### src/rtl/fecmd_pkg.sv
package fecmd_pkg;

  localparam int OP_W  = 5;
  localparam int FLD_W = 5;
  localparam int CMD_W = OP_W + FLD_W;
  localparam int RUN_N = 5;

  localparam logic [1:0] GRP_SYS  = 2'd2;
  localparam logic [1:0] GRP_NONE = 2'd3;

  localparam logic [FLD_W-1:0] FLD_NTA     = 5'd2;
  localparam logic [FLD_W-1:0] FLD_WC      = 5'd3;
  localparam logic [FLD_W-1:0] FLD_TP_RST  = 5'h0C;
  localparam logic [FLD_W-1:0] FLD_EV_RST  = 5'h18;
  localparam logic [FLD_W-1:0] FLD_BRD_RST = 5'h1F;

  typedef enum logic [1:0] {
    ST_IDLE,
    ST_WAIT_ONE,
    ST_WR_BLK,
    ST_RD_BLK
  } seq_state_t;

  // strobes from control to datapath, valid for the current cycle
  typedef struct packed {
    logic [RUN_N-1:0] runStb;
    logic             memStb;
    logic             memWe;
    logic             useNta;
    logic             rdReq;
    logic             rdLast;
    logic             loadNta;
    logic             loadWc;
    logic             step;
    logic             setErr;
    logic             tpRst;
    logic             evRst;
    logic             brdRst;
  } ctrl_stb_t;

endpackage

### src/rtl/fecmd_ctrl.sv
module fecmd_ctrl
  import fecmd_pkg::*;
(
  input  logic             clk,
  input  logic             rstN,
  input  logic             cmdValid,
  input  logic [CMD_W-1:0] cmdWord,
  input  logic             dataValid,
  input  logic             wcZero,
  input  logic             wcOne,
  output ctrl_stb_t        stb,
  output logic [1:0]       opGrp,
  output logic [FLD_W-1:0] opAddr
);

  logic [OP_W-1:0]  opc;
  logic [FLD_W-1:0] fld;
  logic             isSpec, isWrite, isBlock;
  logic [1:0]       grp;

  seq_state_t       state, nxtState;
  logic [1:0]       latGrp, nxtGrp;
  logic [FLD_W-1:0] latAddr, nxtAddr;

  assign opc     = cmdWord[OP_W-1:0];
  assign fld     = cmdWord[CMD_W-1:OP_W];
  assign isSpec  = opc[4];
  assign isWrite = opc[3];
  assign isBlock = opc[2];
  assign grp     = opc[1:0];

  always_comb begin
    stb      = '0;
    nxtState = state;
    nxtGrp   = latGrp;
    nxtAddr  = latAddr;
    opGrp    = latGrp;
    opAddr   = latAddr;
    case (state)
      ST_IDLE: begin
        opGrp  = grp;
        opAddr = fld;
        if (cmdValid) begin
          if (!isSpec) begin
            if (opc[3:0] != 4'd0 && opc[3:0] <= 4'd5)
              stb.runStb = 5'b00001 << (opc[3:0] - 4'd1);
          end else if (grp != GRP_NONE) begin
            nxtGrp  = grp;
            nxtAddr = fld;
            case ({isWrite, isBlock})
              2'b00: begin
                if (grp == GRP_SYS && fld == FLD_TP_RST)
                  stb.tpRst = 1'b1;
                else if (grp == GRP_SYS && fld == FLD_EV_RST)
                  stb.evRst = 1'b1;
                else if (grp == GRP_SYS && fld == FLD_BRD_RST)
                  stb.brdRst = 1'b1;
                else begin
                  stb.memStb = 1'b1;
                  stb.rdReq  = 1'b1;
                  stb.rdLast = 1'b1;
                end
              end
              2'b10: nxtState = ST_WAIT_ONE;
              2'b01: begin
                if (!wcZero) begin
                  stb.memStb = 1'b1;
                  stb.useNta = 1'b1;
                  stb.rdReq  = 1'b1;
                  stb.rdLast = wcOne;
                  stb.step   = 1'b1;
                  if (!wcOne) nxtState = ST_RD_BLK;
                end
              end
              default: begin
                if (wcZero) stb.setErr = 1'b1;
                else        nxtState   = ST_WR_BLK;
              end
            endcase
          end
        end
      end
      ST_WAIT_ONE: begin
        if (dataValid) begin
          if (latGrp == GRP_SYS && latAddr == FLD_NTA)
            stb.loadNta = 1'b1;
          else if (latGrp == GRP_SYS && latAddr == FLD_WC)
            stb.loadWc = 1'b1;
          else begin
            stb.memStb = 1'b1;
            stb.memWe  = 1'b1;
          end
          nxtState = ST_IDLE;
        end
      end
      ST_WR_BLK: begin
        if (dataValid) begin
          stb.memStb = 1'b1;
          stb.memWe  = 1'b1;
          stb.useNta = 1'b1;
          stb.step   = 1'b1;
          if (wcOne) nxtState = ST_IDLE;
        end
      end
      default: begin
        stb.memStb = 1'b1;
        stb.useNta = 1'b1;
        stb.rdReq  = 1'b1;
        stb.rdLast = wcOne;
        stb.step   = 1'b1;
        if (wcOne) nxtState = ST_IDLE;
      end
    endcase
  end

  always_ff @(posedge clk) begin
    if (!rstN) begin
      state   <= ST_IDLE;
      latGrp  <= '0;
      latAddr <= '0;
    end else begin
      state   <= nxtState;
      latGrp  <= nxtGrp;
      latAddr <= nxtAddr;
    end
  end

endmodule

### src/rtl/fecmd_dpath.sv
module fecmd_dpath
  import fecmd_pkg::*;
#(
  parameter int ADDR_W = 8,
  parameter int WC_W   = 9,
  parameter int DATA_W = 16
) (
  input  logic              clk,
  input  logic              rstN,
  input  ctrl_stb_t         stb,
  input  logic [1:0]        opGrp,
  input  logic [FLD_W-1:0]  opAddr,
  input  logic [DATA_W-1:0] dataWord,
  output logic [RUN_N-1:0]  runStb,
  output logic              memStb,
  output logic              memWe,
  output logic [1:0]        memGroup,
  output logic [ADDR_W-1:0] memAddr,
  output logic [DATA_W-1:0] memWdata,
  output logic              rdReq,
  output logic              rdLast,
  output logic              tpPtrRst,
  output logic              evPtrRst,
  output logic              boardRst,
  output logic [ADDR_W-1:0] ntaValue,
  output logic [WC_W-1:0]   wcValue,
  output logic              blkWrErr,
  output logic              wcZero,
  output logic              wcOne
);

  localparam int                ADDR_PAD = ADDR_W - FLD_W;
  localparam logic [WC_W-1:0]   WC_UNIT  = {{(WC_W-1){1'b0}}, 1'b1};
  localparam logic [ADDR_W-1:0] NTA_UNIT = {{(ADDR_W-1){1'b0}}, 1'b1};

  logic [ADDR_W-1:0] nta;
  logic [WC_W-1:0]   wc;
  logic [ADDR_W-1:0] accAddr;

  assign wcZero  = (wc == '0);
  assign wcOne   = (wc == WC_UNIT);
  assign accAddr = stb.useNta ? nta : {{ADDR_PAD{1'b0}}, opAddr};

  always_ff @(posedge clk) begin
    if (!rstN) begin
      runStb   <= '0;
      memStb   <= 1'b0;
      memWe    <= 1'b0;
      memGroup <= '0;
      memAddr  <= '0;
      memWdata <= '0;
      rdReq    <= 1'b0;
      rdLast   <= 1'b0;
      tpPtrRst <= 1'b0;
      evPtrRst <= 1'b0;
      boardRst <= 1'b0;
      nta      <= '0;
      wc       <= '0;
      blkWrErr <= 1'b0;
    end else begin
      runStb   <= stb.runStb;
      memStb   <= stb.memStb;
      memWe    <= stb.memWe;
      memGroup <= stb.memStb ? opGrp : 2'd0;
      memAddr  <= stb.memStb ? accAddr : '0;
      memWdata <= stb.memWe ? dataWord : '0;
      rdReq    <= stb.rdReq;
      rdLast   <= stb.rdLast;
      tpPtrRst <= stb.tpRst;
      evPtrRst <= stb.evRst;
      boardRst <= stb.brdRst;

      if (stb.brdRst)       nta <= '0;
      else if (stb.loadNta) nta <= dataWord[ADDR_W-1:0];
      else if (stb.step)    nta <= nta + NTA_UNIT;

      if (stb.brdRst)       wc <= '0;
      else if (stb.loadWc)  wc <= dataWord[WC_W-1:0];
      else if (stb.step)    wc <= wc - WC_UNIT;

      if (stb.brdRst)       blkWrErr <= 1'b0;
      else if (stb.setErr)  blkWrErr <= 1'b1;
    end
  end

  assign ntaValue = nta;
  assign wcValue  = wc;

endmodule

### src/rtl/fecmd_top.sv
module fecmd_top
  import fecmd_pkg::*;
#(
  parameter int ADDR_W = 8,
  parameter int WC_W   = 9,
  parameter int DATA_W = 16
) (
  input  logic              clk,
  input  logic              rstN,
  input  logic              cmdValid,
  input  logic [9:0]        cmdWord,
  input  logic              dataValid,
  input  logic [DATA_W-1:0] dataWord,
  output logic              runClear,
  output logic              runSync,
  output logic              runTrigger,
  output logic              runReadEvent,
  output logic              runCalStrobe,
  output logic              memStb,
  output logic              memWe,
  output logic [1:0]        memGroup,
  output logic [ADDR_W-1:0] memAddr,
  output logic [DATA_W-1:0] memWdata,
  output logic              rdReq,
  output logic              rdLast,
  output logic              tpPtrRst,
  output logic              evPtrRst,
  output logic              boardRst,
  output logic [ADDR_W-1:0] ntaValue,
  output logic [WC_W-1:0]   wcValue,
  output logic              blkWrErr
);

  ctrl_stb_t        stb;
  logic [1:0]       opGrp;
  logic [FLD_W-1:0] opAddr;
  logic             wcZero, wcOne;
  logic [RUN_N-1:0] runStb;

  fecmd_ctrl u_ctrl (
    .clk       (clk),
    .rstN      (rstN),
    .cmdValid  (cmdValid),
    .cmdWord   (cmdWord),
    .dataValid (dataValid),
    .wcZero    (wcZero),
    .wcOne     (wcOne),
    .stb       (stb),
    .opGrp     (opGrp),
    .opAddr    (opAddr)
  );

  fecmd_dpath #(
    .ADDR_W (ADDR_W),
    .WC_W   (WC_W),
    .DATA_W (DATA_W)
  ) u_dpath (
    .clk      (clk),
    .rstN     (rstN),
    .stb      (stb),
    .opGrp    (opGrp),
    .opAddr   (opAddr),
    .dataWord (dataWord),
    .runStb   (runStb),
    .memStb   (memStb),
    .memWe    (memWe),
    .memGroup (memGroup),
    .memAddr  (memAddr),
    .memWdata (memWdata),
    .rdReq    (rdReq),
    .rdLast   (rdLast),
    .tpPtrRst (tpPtrRst),
    .evPtrRst (evPtrRst),
    .boardRst (boardRst),
    .ntaValue (ntaValue),
    .wcValue  (wcValue),
    .blkWrErr (blkWrErr),
    .wcZero   (wcZero),
    .wcOne    (wcOne)
  );

  assign runClear     = runStb[0];
  assign runSync      = runStb[1];
  assign runTrigger   = runStb[2];
  assign runReadEvent = runStb[3];
  assign runCalStrobe = runStb[4];

endmodule

### config.mk
export PLATFORM = sky130hd
export DESIGN_NAME = fecmd_top
export DESIGN_NICKNAME = d
export VERILOG_FILES = /design/src/rtl/fecmd_pkg.sv /design/src/rtl/fecmd_ctrl.sv /design/src/rtl/fecmd_dpath.sv /design/src/rtl/fecmd_top.sv
export SDC_FILE = /design/constraint.sdc
export NUM_CORES = 1
export LEC_CHECK = 0
export CORE_UTILIZATION = 40
export CTS_BUF_LIST = sky130_fd_sc_hd__clkbuf_16
export DETAILED_ROUTE_END_ITERATION = 12
export DONT_BUFFER_PORTS = 1
export PLACE_DENSITY = 0.61
export SLEW_MARGIN = 10
export SYNTH_ARGS = -nofsm -noshare
export SYNTH_HDL_FRONTEND = slang
export SYNTH_SLANG_ARGS = --single-unit
### constraint.sdc
create_clock -name clk -period 2.1 [get_ports clk]
set_input_delay 0 -clock clk [delete_from_list [all_inputs] [get_ports clk]]
set_output_delay 0 -clock clk [all_outputs]
set_load 0.01 [all_outputs]
[Yosys cells after proc, flatten, opt, wreduce, memory -nomap -nowiden]
Cells that the tools add are included.
Storage, ports and cells
  register bits: 65
  output and inout bits: 56
  logic and storage cells: 138
Operators by class
  add/subtract/negate cells: 3
  $lt $le $gt $ge: 1
  equality and inequality tests: 22
  shift operators: 1
  muxes and demuxes: 63
  bitwise logic cells: 7
  reductions and logical operators: 23
Operator list (number)
  $mux W2: 19
  $mux W5: 5
  $mux W1: 19
  $mux W3: 6
  $mux W9: 2
  $mux W8: 2
  $ne A2 B2 Y1 const B: 6
  $pmux W2 S3: 2
  $eq A5 B2 Y1 const B: 2
  $eq A5 B5 Y1 const B: 2
  $eq A9 B1 Y1 const B: 1
  $logic_not A9 Y1: 1
  $ne A3 B3 Y1 const B: 3
  $pmux W1 S3: 3
  $reduce_and A9 Y1: 1
  $sub A9 B1 Y9 const B: 1
  $add A8 B1 Y8 const B: 1
  $eq A2 B2 Y1 const B: 4
  $pmux W2 S2: 2
  $not A1 Y1: 7
  $reduce_or A7 Y1: 1
  $logic_and A1 B1 Y1: 6
  $reduce_and A6 Y1: 1
  $eq A5 B4 Y1 const B: 1
  other kinds (16): 22

[Longest topological paths before layout]
Gate-level depths: netlist of the first run.
  depth in word-level cells: 12
  depth in mapped cells: 10

[By module]
From an unflattened synthesis of the first run, not the netlist that was laid out.
Second synthesis, totals
  cell total of the unflattened synthesis: 320
  area total of the unflattened synthesis: 2957.8 µm²
By module, submodules not included
  fecmd_dpath: instances 1, cells each 202, area each 2035.7 µm², seq. area each 1121.1 µm²
  fecmd_ctrl: instances 1, cells each 118, area each 922.1 µm², seq. area each 180.2 µm²

[Least setup slack after synthesis of the first run]
Ideal clock, no wire load.
  path type: flip-flop to flip-flop
  from: register u_dpath.wc[4], in the netlist u_dpath.wcValue[4]
  to: register u_dpath.nta[3], in the netlist u_dpath.ntaValue[3]
  arrival time: 1.968 ns
  data required time: 2.014 ns
  setup slack: 0.047 ns
  cell stages (with the launch flop): 7
  period minus slack after synthesis: 2.053 ns
  cell sequence: dfxtp_1 -> or4_4 -> o311ai_4 -> nand2_4 -> and4_1 -> xnor2_1 -> a211oi_1
On the way
  word-level cells in the longest chain between the ends: 8
Ends and longest elaborated chain
  from (decl): RTL line fecmd_dpath.sv:37  | logic [WC_W-1:0] wc;
  from (signal assigned): RTL line fecmd_dpath.sv:78  | else if (stb.loadWc) wc <= dataWord[WC_W-1:0];
  from (signal assigned): RTL line fecmd_dpath.sv:79  | else if (stb.step) wc <= wc - WC_UNIT;
  $logic_not A9 Y1: RTL line fecmd_dpath.sv:40  | assign wcZero = (wc == '0);
  $mux W1: RTL line fecmd_ctrl.sv:66  | if (!wcZero) begin
  $mux W1: RTL line fecmd_ctrl.sv:50  | case ({isWrite, isBlock})
  $mux W5: RTL line fecmd_ctrl.sv:47  | end else if (grp != GRP_NONE) begin
  $mux W5: RTL line fecmd_ctrl.sv:44  | if (!isSpec) begin
  $mux W5: RTL line fecmd_ctrl.sv:43  | if (cmdValid) begin
  $pmux W1 S3: RTL line fecmd_ctrl.sv:39  | case (state)
  $reduce_bool A2 Y1 (no source line)
  to (signal assigned): RTL line fecmd_dpath.sv:74  | else if (stb.loadNta) nta <= dataWord[ADDR_W-1:0];
  to (signal assigned): RTL line fecmd_dpath.sv:75  | else if (stb.step) nta <= nta + NTA_UNIT;
  to (decl): RTL line fecmd_dpath.sv:36  | logic [ADDR_W-1:0] nta;
Every way passes these cells.
A chain may end at the register's enable or synchronous reset.

[Worst setup path in the final report of the first run]
Ends and elaborated chain as after synthesis.

==> results of run 1 <==
## routing by layer
metal	share of wire	global-route usage	routed length, um	vias to the layer above
met5	0	0	0	-
met4	0.017	0.09389	128	0
met3	0.050	0.05844	373	11
met2	0.49	0.3381	3656	59
met1	0.44	0.2383	3313	1099
li1	-	-	-	1223
## area by class of cell
cell class | count | area [um2] | area share
well taps | 96 | 120.1 | 0.03094
multi-input cells | 228 | 1578 | 0.4064
repair buffers | 58 | 545.5 | 0.1405
clock buffers | 9 | 225.2 | 0.05801
flip-flops and latches | 65 | 1303 | 0.3355
inverters | 13 | 48.80 | 0.01257
clock inverters | 7 | 62.56 | 0.01611
## Yosys cell counts, drive strengths merged, types with 2 or more instances
cell / number / area [um2]
a211oi: 17 / 127.6
a21oi: 15 / 75.07
dfxtp: 65 / 1301
buf: 3 / 30.03
and2: 18 / 112.6
nor3: 7 / 35.03
o211ai: 2 / 15.01
nor4: 2 / 12.51
and3: 6 / 37.54
xor2: 6 / 52.55
nand3: 2 / 10.01
nand2b: 2 / 12.51
mux2i: 6 / 60.06
a21boi: 9 / 67.56
xnor2: 11 / 96.34
inv: 13 / 48.80
nand2: 33 / 131.4
or3: 2 / 12.51
ha: 17 / 212.7
nand4: 4 / 25.02
nor2: 36 / 135.1
and4: 4 / 35.03
o21ai: 4 / 20.02
nor3b: 4 / 35.03
clkbuf: 8 / 30.03
o2bb2ai: 3 / 26.28
## stage by stage
| step | area, um2 | util | setup TNS, ns | std cells |
|---|---|---|---|---|
| finish | 3882 | 0.5591 | 0 | 476 |
| global route | 3882 | 0.5591 | -0.007985 | 476 |
| CTS | 3814 | 0.5492 | 0 | 475 |
| detailed placement | 3171 | 0.4566 | -0.03481 | 424 |
| global placement | 3171 | 0.4566 | 0 | 424 |
| floorplan | 2933 | - | 0 | 317 |
## power groups by stage
stage | clock network (uW) | registers [uW] | logic (uW)
6_report | 1440 | 1270 | 297
5_1_grt | 1510 | 1280 | 325
4_1_cts | 1460 | 1270 | 284
3_5_place_dp | 0 | 1300 | 219
3_3_place_gp | 0 | 1300 | 216
2_1_floorplan | 0 | 1300 | 155
## sequential cells by signal, indices dropped and copies added (netlist names)
name / cells
u_dpath.rdReq: 1
u_dpath.memGroup: 2
u_ctrl.state: 2
u_ctrl.latAddr: 5
u_ctrl.latGrp: 2
u_dpath.memWdata: 16
u_dpath.ntaValue: 8
u_dpath.memStb: 1
u_dpath.runStb: 5
u_dpath.boardRst: 1
u_dpath.rdLast: 1
u_dpath.memWe: 1
u_dpath.blkWrErr: 1
u_dpath.memAddr: 8
u_dpath.tpPtrRst: 1
u_dpath.wcValue: 9
u_dpath.evPtrRst: 1
## worst min-delay path, cell delays in order
cell and delay, ns:
a21oi_1 0.02, nor2_1 0.19, nor4_1 0.08
## timing repair
item | 4_1_cts | 5_1_grt
pin swaps | 2 | 3
gates resized for setup | 2 | 15
hold buffers | 35 | 1
hold endpoints to repair | 63 | 1
endpoints found under the setup margin | 7 | 39
## cell families (layout without fill, tap and decap cells)
kind of cell,after synthesis,in the layout
AO/OA/AOI/OAI,60,60
XOR/XNOR,17,17
adder cells (fa/ha/maj),17,17
buffers and inverters,24,87
flip-flops,65,65
multiplexers,6,6
AND/OR/NAND/NOR,128,128
## final timing paths
check,startpoint,cells past startpoint,to
max,u_dpath.wcValue[4],7,u_dpath.ntaValue[3]
min,cmdWord[2],3,u_dpath.runStb[2]
max reg2reg,u_dpath.wcValue[4],7,u_dpath.ntaValue[3]
min reg2reg,u_ctrl.latGrp[1],2,u_dpath.memGroup[1]
==> reports/qor.yml, run 1 <==
final_layout:
  final_cell_mix: "dfxtp_1, dlygate4sd3_1, nor2_1"
  mostFrequentLayoutCell: "dfxtp_1"
  n_antenna_cell: 0
  fill_cells: 632
  nNetsFinal: 422
  drive_gt1_frac: 0.1447
  area_growth_pct: 32.38
power:
  p_comb_frac: 0.099
  power.static_leakage_uw: 0.001621
  power.density_nw_per_um2: 774.3
  total_power_uw: 3006
  p_switching_uw: 700.7
  swShare: 0.2331
  clockPowerShare: 0.478
  power_frac_seq: 0.423
  ir_drop_mv: 0.3782
  p_int_uw: 2306
routing:
  drtAntennaViolNets: 0
  drt_iter0_markers: 96
  wl_per_cell_um: 15.70
  first_pass_iters: 4
  vias: 2392
  drc: 0
  viasPerCell: 5.025
  routed_wirelength_mm: 7.471
grt:
  grt_first_pass_wirelength_mm: 11.66
  globalRouteOverflowTotal: 0
  antenna_found_initial: 0
  grt_use_total: 0.2017
  grt_max_degree: 19
  first_global_vias: 2287
worst_setup_path:
  worstPathMaxFanout: 10
  crit_type: "reg2reg"
  crit_slowest_cell: "or4_4"
  critPathBufInv: 1
  critical_path_arrival_ns: 2.26
  critPathRequiredTime_ns: 2.33
  worstSetupEndpointType: "flip-flop"
  critPathLaunchType: "flip-flop"
  path_cells: "or4_4, o311ai_4, buf_6, nand2_8, and4_1, xnor2_1, a211oi_1"
  slowest_delay_ns: 0.57
  rrSetupSlack_ns: 0.08
  path_delay_family: "simple AND/OR/NAND/NOR gates"
floorplanning:
  io_pins: 86
  die_x_um: 87.63
  fp-row-count: 30
  die_h_um: 87.63
  dieArea_um2: 7678
  core_um2: 6944
  initial_core_util: 0.4223
logic_synthesis:
  synth-seq-cells: 65
  synth_fa_ha_area_frac: 0.07253
  synth_fp_nets: 364
  synth-simple-area-share: 0.2261
  async_reset_ff_frac: 0
  synth_edf_count: 0
  ys_types: 47
  synth-compound-area-share: 0.1493
  synthMuxAreaShare: 0.02048
  synth_top_family_by_area: "simple AND/OR/NAND/NOR gates"
  netlist_area_um2: 2933
  yosysWarnings: 0
  synthCells: 317
  synthXorXnorAreaFrac: 0.05077
  syn_avg_cell_area_um2: 9.252
  ys_seq_area_frac: 0.4437
  synth_flop_cell: "dfxtp_1"
timing:
  setup_viol: 0
  timing.fmax_mhz: 494.8
  rsz0062_at_grt: "yes"
  tightest_slew_ns: 0.5668
  period_share: 0.9624
  report.final.slew_viol_count: 0
  setup_ws_ns: 0.07903
  clock_skew_ns: 0.006480
  hold_violations: 0
  whs_ns: 0.01687
  fin_crit_ns: 2.021
  slew_headroom: 0.6221
hold_path:
  min_path_type: "in2reg"
clocking:
  clk_pin_slew_ns: 0.05
  h-tree-depth: 3
  post_cts.repair.setup_buffers: 0
  cts_tree: "built"
  numCtsBuffers: 9
  cts_buffer_depth: 2
  root_buffer: "clkbuf_16"
  clock_sinks: 65
  worstSkewPairLatency_ns: 0.32
placement:
  numPortBuffers: 0
  pre_cts_slack_ns: -0.02169
  dp_hpwl_mm: 5.064
  gp_congestion: 0.8166
flow_run:
  cap_violations: 0
status:
  status: "finished clean"
Note: power is estimated with default switching activity, not from simulation.
==> run 2: changes to the inputs <==
--- a/config.mk
+++ b/config.mk
@@ -6,4 +6,5 @@
 export NUM_CORES = 1
 export LEC_CHECK = 0
+export ABC_AREA = 1
 export CORE_UTILIZATION = 40
 export CTS_BUF_LIST = sky130_fd_sc_hd__clkbuf_16
==> constraint.sdc (replaced) <==
create_clock -name clk -period 2.1 [get_ports clk]
set_input_delay 0.21 -clock clk [delete_from_list [all_inputs] [get_ports clk]]
set_output_delay 0.21 -clock clk [all_outputs]
set_load 0.01 [all_outputs]
==> run 2 against run 1 <==
Clock power up 9%. Power grew 58%. Cell count increased by 25%. Largest cell class unchanged.
==> reports/qor.yml, run 2 <==
grt:
  grt_max_degree: 18  # was 19
  globalRouteOverflowTotal: 0  # unchanged
  grt_use_total: 0.1977  # was 0.2017
  grt_first_pass_wirelength_mm: 13.32  # was 11.66 mm
  antenna_found_initial: 0  # unchanged
  first_global_vias: 2747  # was 2287
final_layout:
  nNetsFinal: 531  # was 422
  drive_gt1_frac: 0.1227  # was 0.1447
  top_register: "u_dpath.memWdata"  # unchanged
  mostFrequentLayoutCell: "nand2_1"  # was dfxtp_1
  fill_cells: 840  # was 632
  layout.cells.non_filler: 594  # was 476
  post-route-util: 0.4775  # was 0.5591
  final_cell_mix: "nand2_1, inv_1, dfxtp_1"  # was dfxtp_1, dlygate4sd3_1, nor2_1
  n_antenna_cell: 0  # unchanged
  largest_register_ffs: 16  # unchanged
  area_growth_pct: 15.80  # was 32.38%
routing:
  wl_per_cell_um: 13.76  # was 15.70 um
  drc: 0  # unchanged
  routed_wirelength_mm: 8.172  # was 7.471 mm
  drtAntennaViolNets: 0  # unchanged
  vias: 2895  # was 2392
  drt_iter0_markers: 97  # was 96
  viasPerCell: 4.874  # was 5.025
  first_pass_iters: 4  # unchanged
power:
  swShare: 0.3643  # was 0.2331
  power.density_nw_per_um2: 1207  # was 774.3 nW/um2
  power.static_leakage_uw: 0.001823  # was 0.001621 uW
  ir_drop_mv: 0.5737  # was 0.3782 mV
  p_comb_frac: 0.334  # was 0.099
  p_int_uw: 3010  # was 2306 uW
  p_switching_uw: 1725  # was 700.7 uW
  clockPowerShare: 0.331  # was 0.478
  power_frac_seq: 0.335  # was 0.423
timing:
  hold_violations: 0  # unchanged
  timing.fmax_mhz: 553.5  # was 494.8 MHz
  setup_ws_ns: 0.2933  # was 0.07903 ns
  fin_crit_ns: 1.807  # was 2.021 ns
  tns_ns: 0  # unchanged
  slew_headroom: 0.7523  # was 0.6221
  setup_viol: 0  # unchanged
  clock_skew_ns: 0.01095  # was 0.006480 ns
  rsz0062_at_grt: "no"  # was yes
  tightest_slew_ns: 0.3687  # was 0.5668 ns
  period_share: 0.8603  # was 0.9624
  report.final.slew_viol_count: 0  # unchanged
placement:
  gp_congestion: 0.8801  # was 0.8166
  dp.cells: 568  # was 424
  numPortBuffers: 0  # unchanged
  dp_hpwl_mm: 6.131  # was 5.064 mm
  pre_cts_slack_ns: 0.3108  # was -0.02169 ns
logic_synthesis:
  synth_most_common_cell: "nand2_1"  # was dfxtp_1
  ys_types: 37  # was 47
  synthCells: 466  # was 317
  synth.top_cells.by_count: "nand2_1, dfxtp_1, inv_1"  # was dfxtp_1, nor2_1, nand2_1
  ys_seq_area_frac: 0.3840  # was 0.4437
  synth-seq-cells: 65  # unchanged
  async_reset_ff_frac: 0  # unchanged
  synthTopCellsByArea: "dfxtp_1, nand2_1, inv_1"  # was dfxtp_1, ha_1, nor2_1
  yosysTopAreaCellShare: 0.3840  # was 0.4437
  synth_fp_nets: 513  # was 364
  synth_largest_area_cell: "dfxtp_1"  # unchanged
  syn_avg_cell_area_um2: 7.271  # was 9.252 um2
  netlist_area_um2: 3388  # was 2933 um2
  synth_flop_cell: "dfxtp_1"  # unchanged
  yosysWarnings: 0  # unchanged
  synth_edf_count: 0  # unchanged
worst_setup_path:
  worstPathMaxFanout: 8  # was 10
  crit_type: "reg2reg"  # unchanged
  worstSetupEndpointType: "flip-flop"  # unchanged
  critPathLaunchType: "flip-flop"  # unchanged
  critPathRequiredTime_ns: 2.36  # was 2.33 ns
  critical_path_arrival_ns: 2.06  # was 2.26 ns
status:
  status: "finished clean"  # unchanged
floorplanning:
  dieArea_um2: 8843  # was 7678 um2
  die_x_um: 94.04  # was 87.63 um
  die_h_um: 94.04  # was 87.63 um
  io_pins: 86  # unchanged
  fp-row-count: 33  # was 30
  core_um2: 8217  # was 6944 um2
  initial_core_util: 0.4124  # was 0.4223
clocking:
  clk_pin_slew_ns: 0.05  # about the same
  cts_buffer_depth: 2  # unchanged
  cts_tree: "built"  # unchanged
  worstSkewPairLatency_ns: 0.33  # was 0.32 ns
  post_cts.repair.setup_buffers: 0  # unchanged
  h-tree-depth: 3  # unchanged
  cts-hold-fix-buffers: 10  # was 35
  numCtsBuffers: 9  # unchanged
  clock_sinks: 65  # unchanged
  cts_resized: 0  # was 2
  root_buffer: "clkbuf_16"  # unchanged
flow_run:
  cap_violations: 0  # unchanged
hold_path:
  min_path_type: "in2reg"  # unchanged
-- run 2: cell types whose count changed after synthesis, moves of 9 or more --
cell,before,now
nand2_1,32,113
inv_1,13,65
o21ai_0,4,26
nor2_1,36,56
and2_1,18,0
nand3_1,2,20
a211oi_1,17,0
xnor2_1,11,1
a21boi_0,9,0
a21oi_1,15,24
-- run 2: cell type report --
type	count	area [um2]	share of cell area
Clock buffer	9	225.2	0.05740
Clock inverter	7	85.08	0.02168
Inverter	76	294.0	0.07494
Multi-Input combinational cell	318	1744	0.4445
Sequential cell	65	1301	0.3316
Tap cell	105	131.4	0.03348
Timing Repair Buffer	14	142.6	0.03635
-- run 2: through the flow --
step / area [um2] / power, uW / hold slack (ns)
2_1_floorplan: 3388 / 2876 / 0.2861
3_3_place_gp: 3513 / 3156 / 0.2882
3_5_place_dp: 3513 / 3172 / 0.2924
4_1_cts: 3924 / 4779 / 0.0003635
5_1_grt: 3924 / 5075 / 0.003082
6_report: 3924 / 4736 / 0.007024
-- run 2: worst max-delay path: stages (launching register included) --
cell and delay (ns):
dfxtp_1 0.37, inv_1 0.20, ha_1 0.19, nand2_1 0.09, nor2_4 0.14, nand2_4 0.08
nand3_4 0.10, nand3_4 0.17, nor2_8 0.18, nand2_1 0.07, a21oi_1 0.15
-- run 2: path summary, 6_finish.rpt --
path,depth (start not counted),to,slack (ns),from
worst min register to register,2,u_ctrl.latAddr[2],0.49,u_ctrl.latAddr[2]
worst max-delay path,10,u_dpath.ntaValue[6],0.29,u_dpath.wcValue[0]
worst max register to register,10,u_dpath.ntaValue[6],0.29,u_dpath.wcValue[0]
worst min-delay path,2,u_dpath.memWdata[6],0.007,dataWord[6]
-- run 2: power groups by stage --
stage,Clock [uW],Combinational (uW),Sequential [uW]
finish,1570,1580,1590
global route,1660,1810,1610
CTS,1600,1590,1590
detailed placement,0,1560,1620
global placement,0,1540,1610
floorplan,0,1310,1570
-- run 2: routing by layer --
layer	track usage	vias up	wire, um	part of all wire
li1	-	1498	-	-
met1	0.2262	1327	3485	0.43
met2	0.3352	60	4093	0.50
met3	0.06634	10	458	0.056
met4	0.08205	0	135	0.017
met5	0	-	0	0
-- run 2: cells by family (layout without fill, tap and decap cells) --
| logic type | count (synthesis) | in the layout | synth area share |
|---|---|---|---|
| simple gates | 229 | 229 | 0.3294 |
| xor+xnor | 6 | 6 | 0.01551 |
| fa+ha+maj | 17 | 17 | 0.06278 |
| mux | 1 | 1 | 0.002954 |
| flops | 65 | 65 | 0.3840 |
| compound gates | 65 | 65 | 0.1041 |
| buf+inv | 83 | 106 | 0.1012 |
==> run 3: changes to the inputs <==
==> constraint.sdc (replaced) <==
create_clock -name clk -period 2.1 [get_ports clk]
set_input_delay 0.21 -clock clk [delete_from_list [all_inputs] [get_ports clk]]
set_output_delay 0.21 -clock clk [all_outputs]
set_load 0.1 [all_outputs]
==> run 3 against run 2 <==
Clock skew is 0.0015 ns higher. Sequential share of layout area fell by 3.2 points. Power grew 20%. Sequential cell count unchanged. Core utilization grew 5.1 points. First-iteration DRC count increased by 33%. Fmax decreased by 3.8%. Clock power is 4% lower. Critical endpoint is now u_dpath.memAddr[3].
==> reports/qor.yml, run 3 (same netlist as run 2, synthesis figures left out) <==
placement:
  dp.cells: 623  # was 568
  numPortBuffers: 0  # unchanged
  dp_hpwl_mm: 6.217  # was 6.131 mm
  gp_congestion: 0.9250  # was 0.8801
routing:
  first_pass_iters: 4  # unchanged
  wl_per_cell_um: 13.14  # was 13.76 um
  drtAntennaViolNets: 0  # unchanged
  routed_wirelength_mm: 8.553  # was 8.172 mm
  viasPerCell: 4.759  # was 4.874
  drt_iter0_markers: 129  # was 97
  vias: 3098  # was 2895
  drc: 0  # unchanged
worst_setup_path:
  critPathLaunchType: "flip-flop"  # unchanged
  critical_path_arrival_ns: 2.15  # was 2.06 ns
  r2r_start: "u_ctrl.state[0]"  # was u_dpath.wcValue[0]
  startpoint: "u_ctrl.state[0]"  # was u_dpath.wcValue[0]
  rr_worst_depth: 11  # was 10
  crit_slowest_cell: "dfxtp_1"  # unchanged
  path_cells: "inv_1, ha_1, nand4_4, clkinv_4, nand3_4, nand3_4, inv_4, nand2_1, o21ai_1, nand2_1, inv_1"  # was inv_1, ha_1, nand2_1, nor2_4, nand2_4, nand3_4, nand3_4, nor2_8, nand2_1, a21oi_1
  critPathRequiredTime_ns: 2.38  # was 2.36 ns
  crit_type: "reg2reg"  # unchanged
  worstReg2RegEnd: "u_dpath.memAddr[3]"  # was u_dpath.ntaValue[6]
  worstPathMaxFanout: 16  # was 8
  critPathBufInv: 4  # was 1
  slowest_delay_ns: 0.37  # about the same
  rrSetupSlack_ns: 0.22  # was 0.29 ns
  worstSetupEndpointType: "flip-flop"  # unchanged
  path_delay_family: "simple AND/OR/NAND/NOR gates"  # unchanged
final_layout:
  mostFrequentLayoutCell: "nand2_1"  # unchanged
  drive_gt1_frac: 0.2179  # was 0.1227
  largest_register_ffs: 16  # unchanged
  area_growth_pct: 28.25  # was 15.80%
  layout.cells.non_filler: 651  # was 594
  fill_cells: 804  # was 840
  top_register: "u_dpath.memWdata"  # unchanged
  final_cell_mix: "nand2_1, inv_1, dfxtp_1"  # unchanged
  n_antenna_cell: 0  # unchanged
  nNetsFinal: 588  # was 531
floorplanning:
  die_x_um: 94.04  # unchanged
  core_um2: 8217  # unchanged
  dieArea_um2: 8843  # unchanged
  die_h_um: 94.04  # unchanged
  initial_core_util: 0.4124  # unchanged
  io_pins: 86  # unchanged
  fp-row-count: 33  # unchanged
clocking:
  worstSkewPairLatency_ns: 0.34  # was 0.33 ns
  clk_pin_slew_ns: 0.06  # was 0.05 ns
  h-tree-depth: 3  # unchanged
  cts_resized: 0  # unchanged
  root_buffer: "clkbuf_16"  # unchanged
  cts_buffer_depth: 2  # unchanged
  clock_sinks: 65  # unchanged
  numCtsBuffers: 9  # unchanged
  cts_tree: "built"  # unchanged
timing:
  rsz0062_at_grt: "no"  # unchanged
  fin_crit_ns: 1.879  # was 1.807 ns
  timing.fmax_mhz: 532.3  # was 553.5 MHz
  tightest_slew_ns: 0.3522  # was 0.3687 ns
  report.final.slew_viol_count: 0  # unchanged
  clock_skew_ns: 0.01242  # was 0.01095 ns
  hold_violations: 0  # unchanged
  period_share: 0.8946  # was 0.8603
  setup_viol: 0  # unchanged
  slew_headroom: 0.7644  # was 0.7523
  tns_ns: 0  # unchanged
power:
  ir_drop_mv: 0.5763  # was 0.5737 mV
  power.density_nw_per_um2: 1313  # was 1207 nW/um2
  power.static_leakage_uw: 0.002120  # was 0.001823 uW
grt:
  globalRouteOverflowTotal: 0  # unchanged
  grt_max_degree: 18  # unchanged
  antenna_found_initial: 0  # unchanged
  first_global_vias: 2789  # was 2747
  grt_first_pass_wirelength_mm: 13.70  # was 13.32 mm
  grt_use_total: 0.2023  # was 0.1977
hold_path:
  min_path_type: "in2reg"  # unchanged
  min_delay_worst_endpoint: "u_ctrl.latGrp[0]"  # was u_dpath.memWdata[6]
  whs_path_depth: 2  # unchanged
  min_from: "rstN"  # was dataWord[6]
flow_run:
  cap_violations: 0  # unchanged
status:
  status: "finished clean"  # unchanged
run 3: worst max-delay path by stage:
stage          slack (ns)             endpoint  cells past startpoint
2_1_floorplan        0.02  u_dpath.ntaValue[6]                      8
3_3_place_gp         0.32   u_dpath.wcValue[0]                     10
3_5_place_dp         0.26  u_dpath.ntaValue[0]                      9
4_1_cts              0.21   u_dpath.memAddr[3]                     11
5_1_grt              0.04   u_dpath.wcValue[0]                      9
6_report             0.22   u_dpath.memAddr[3]                     11
run 3: per-stage QoR:
| step | worst slack, ns | total power, uW | area (um2) | hold slack [ns] | util |
|---|---|---|---|---|---|
| 2_1_floorplan | 0.02265 | 3695 | 3391 | 0.2861 | - |
| 3_3_place_gp | 0.3198 | 4143 | 3929 | 0.2894 | 0.4781 |
| 3_5_place_dp | 0.2555 | 4165 | 3929 | 0.2915 | 0.4781 |
| 4_1_cts | 0.2079 | 5699 | 4345 | 0.008966 | 0.5289 |
| 5_1_grt | 0.03938 | 6018 | 4345 | 0.01104 | 0.5289 |
| 6_report | 0.2213 | 5705 | 4345 | 0.01563 | 0.5289 |
run 3: layout make-up:
type	instances	area, um2	share of cell area
tap	105	131.4	0.03023
inverter	76	294.0	0.06766
sequential	65	1304	0.3000
multi-input combinational	318	1744	0.4014
clock inverter	7	71.32	0.01641
clock buffer	9	225.2	0.05183
timing repair buffer	71	575.6	0.1325
run 3: timing repair:
item	CTS	global route
hold endpoints to repair	13	0
setup buffers	0	0
hold buffers	12	0
run 3: worst reg2reg max path: stages, from the launching register on:
cell and delay (ns):
dfxtp_1 0.37, inv_1 0.09, ha_1 0.28, nand4_4 0.23, clkinv_4 0.12, nand3_4 0.14, nand3_4 0.17, inv_4 0.14
nand2_1 0.06, o21ai_1 0.09, nand2_1 0.07, inv_1 0.05
run 3: per-layer routing:
layer | vias to the layer above | routed length, um | share of wire | track usage
li1 | 1605 | - | - | -
met1 | 1406 | 3622 | 0.42 | 0.2389
met2 | 76 | 4294 | 0.50 | 0.3449
met3 | 11 | 486 | 0.057 | 0.05421
met4 | 0 | 150 | 0.018 | 0.08205
met5 | - | 0 | 0 | 0
run 3: power breakdown:
part	total, uW	internal (uW)	switching (uW)	leakage [uW]
Combinational	2720	748	1980	0.00146
Sequential	1480	1380	96.4	0.000527
Clock	1500	915	585	0.000137
Total	5710	3050	2660	0.00212
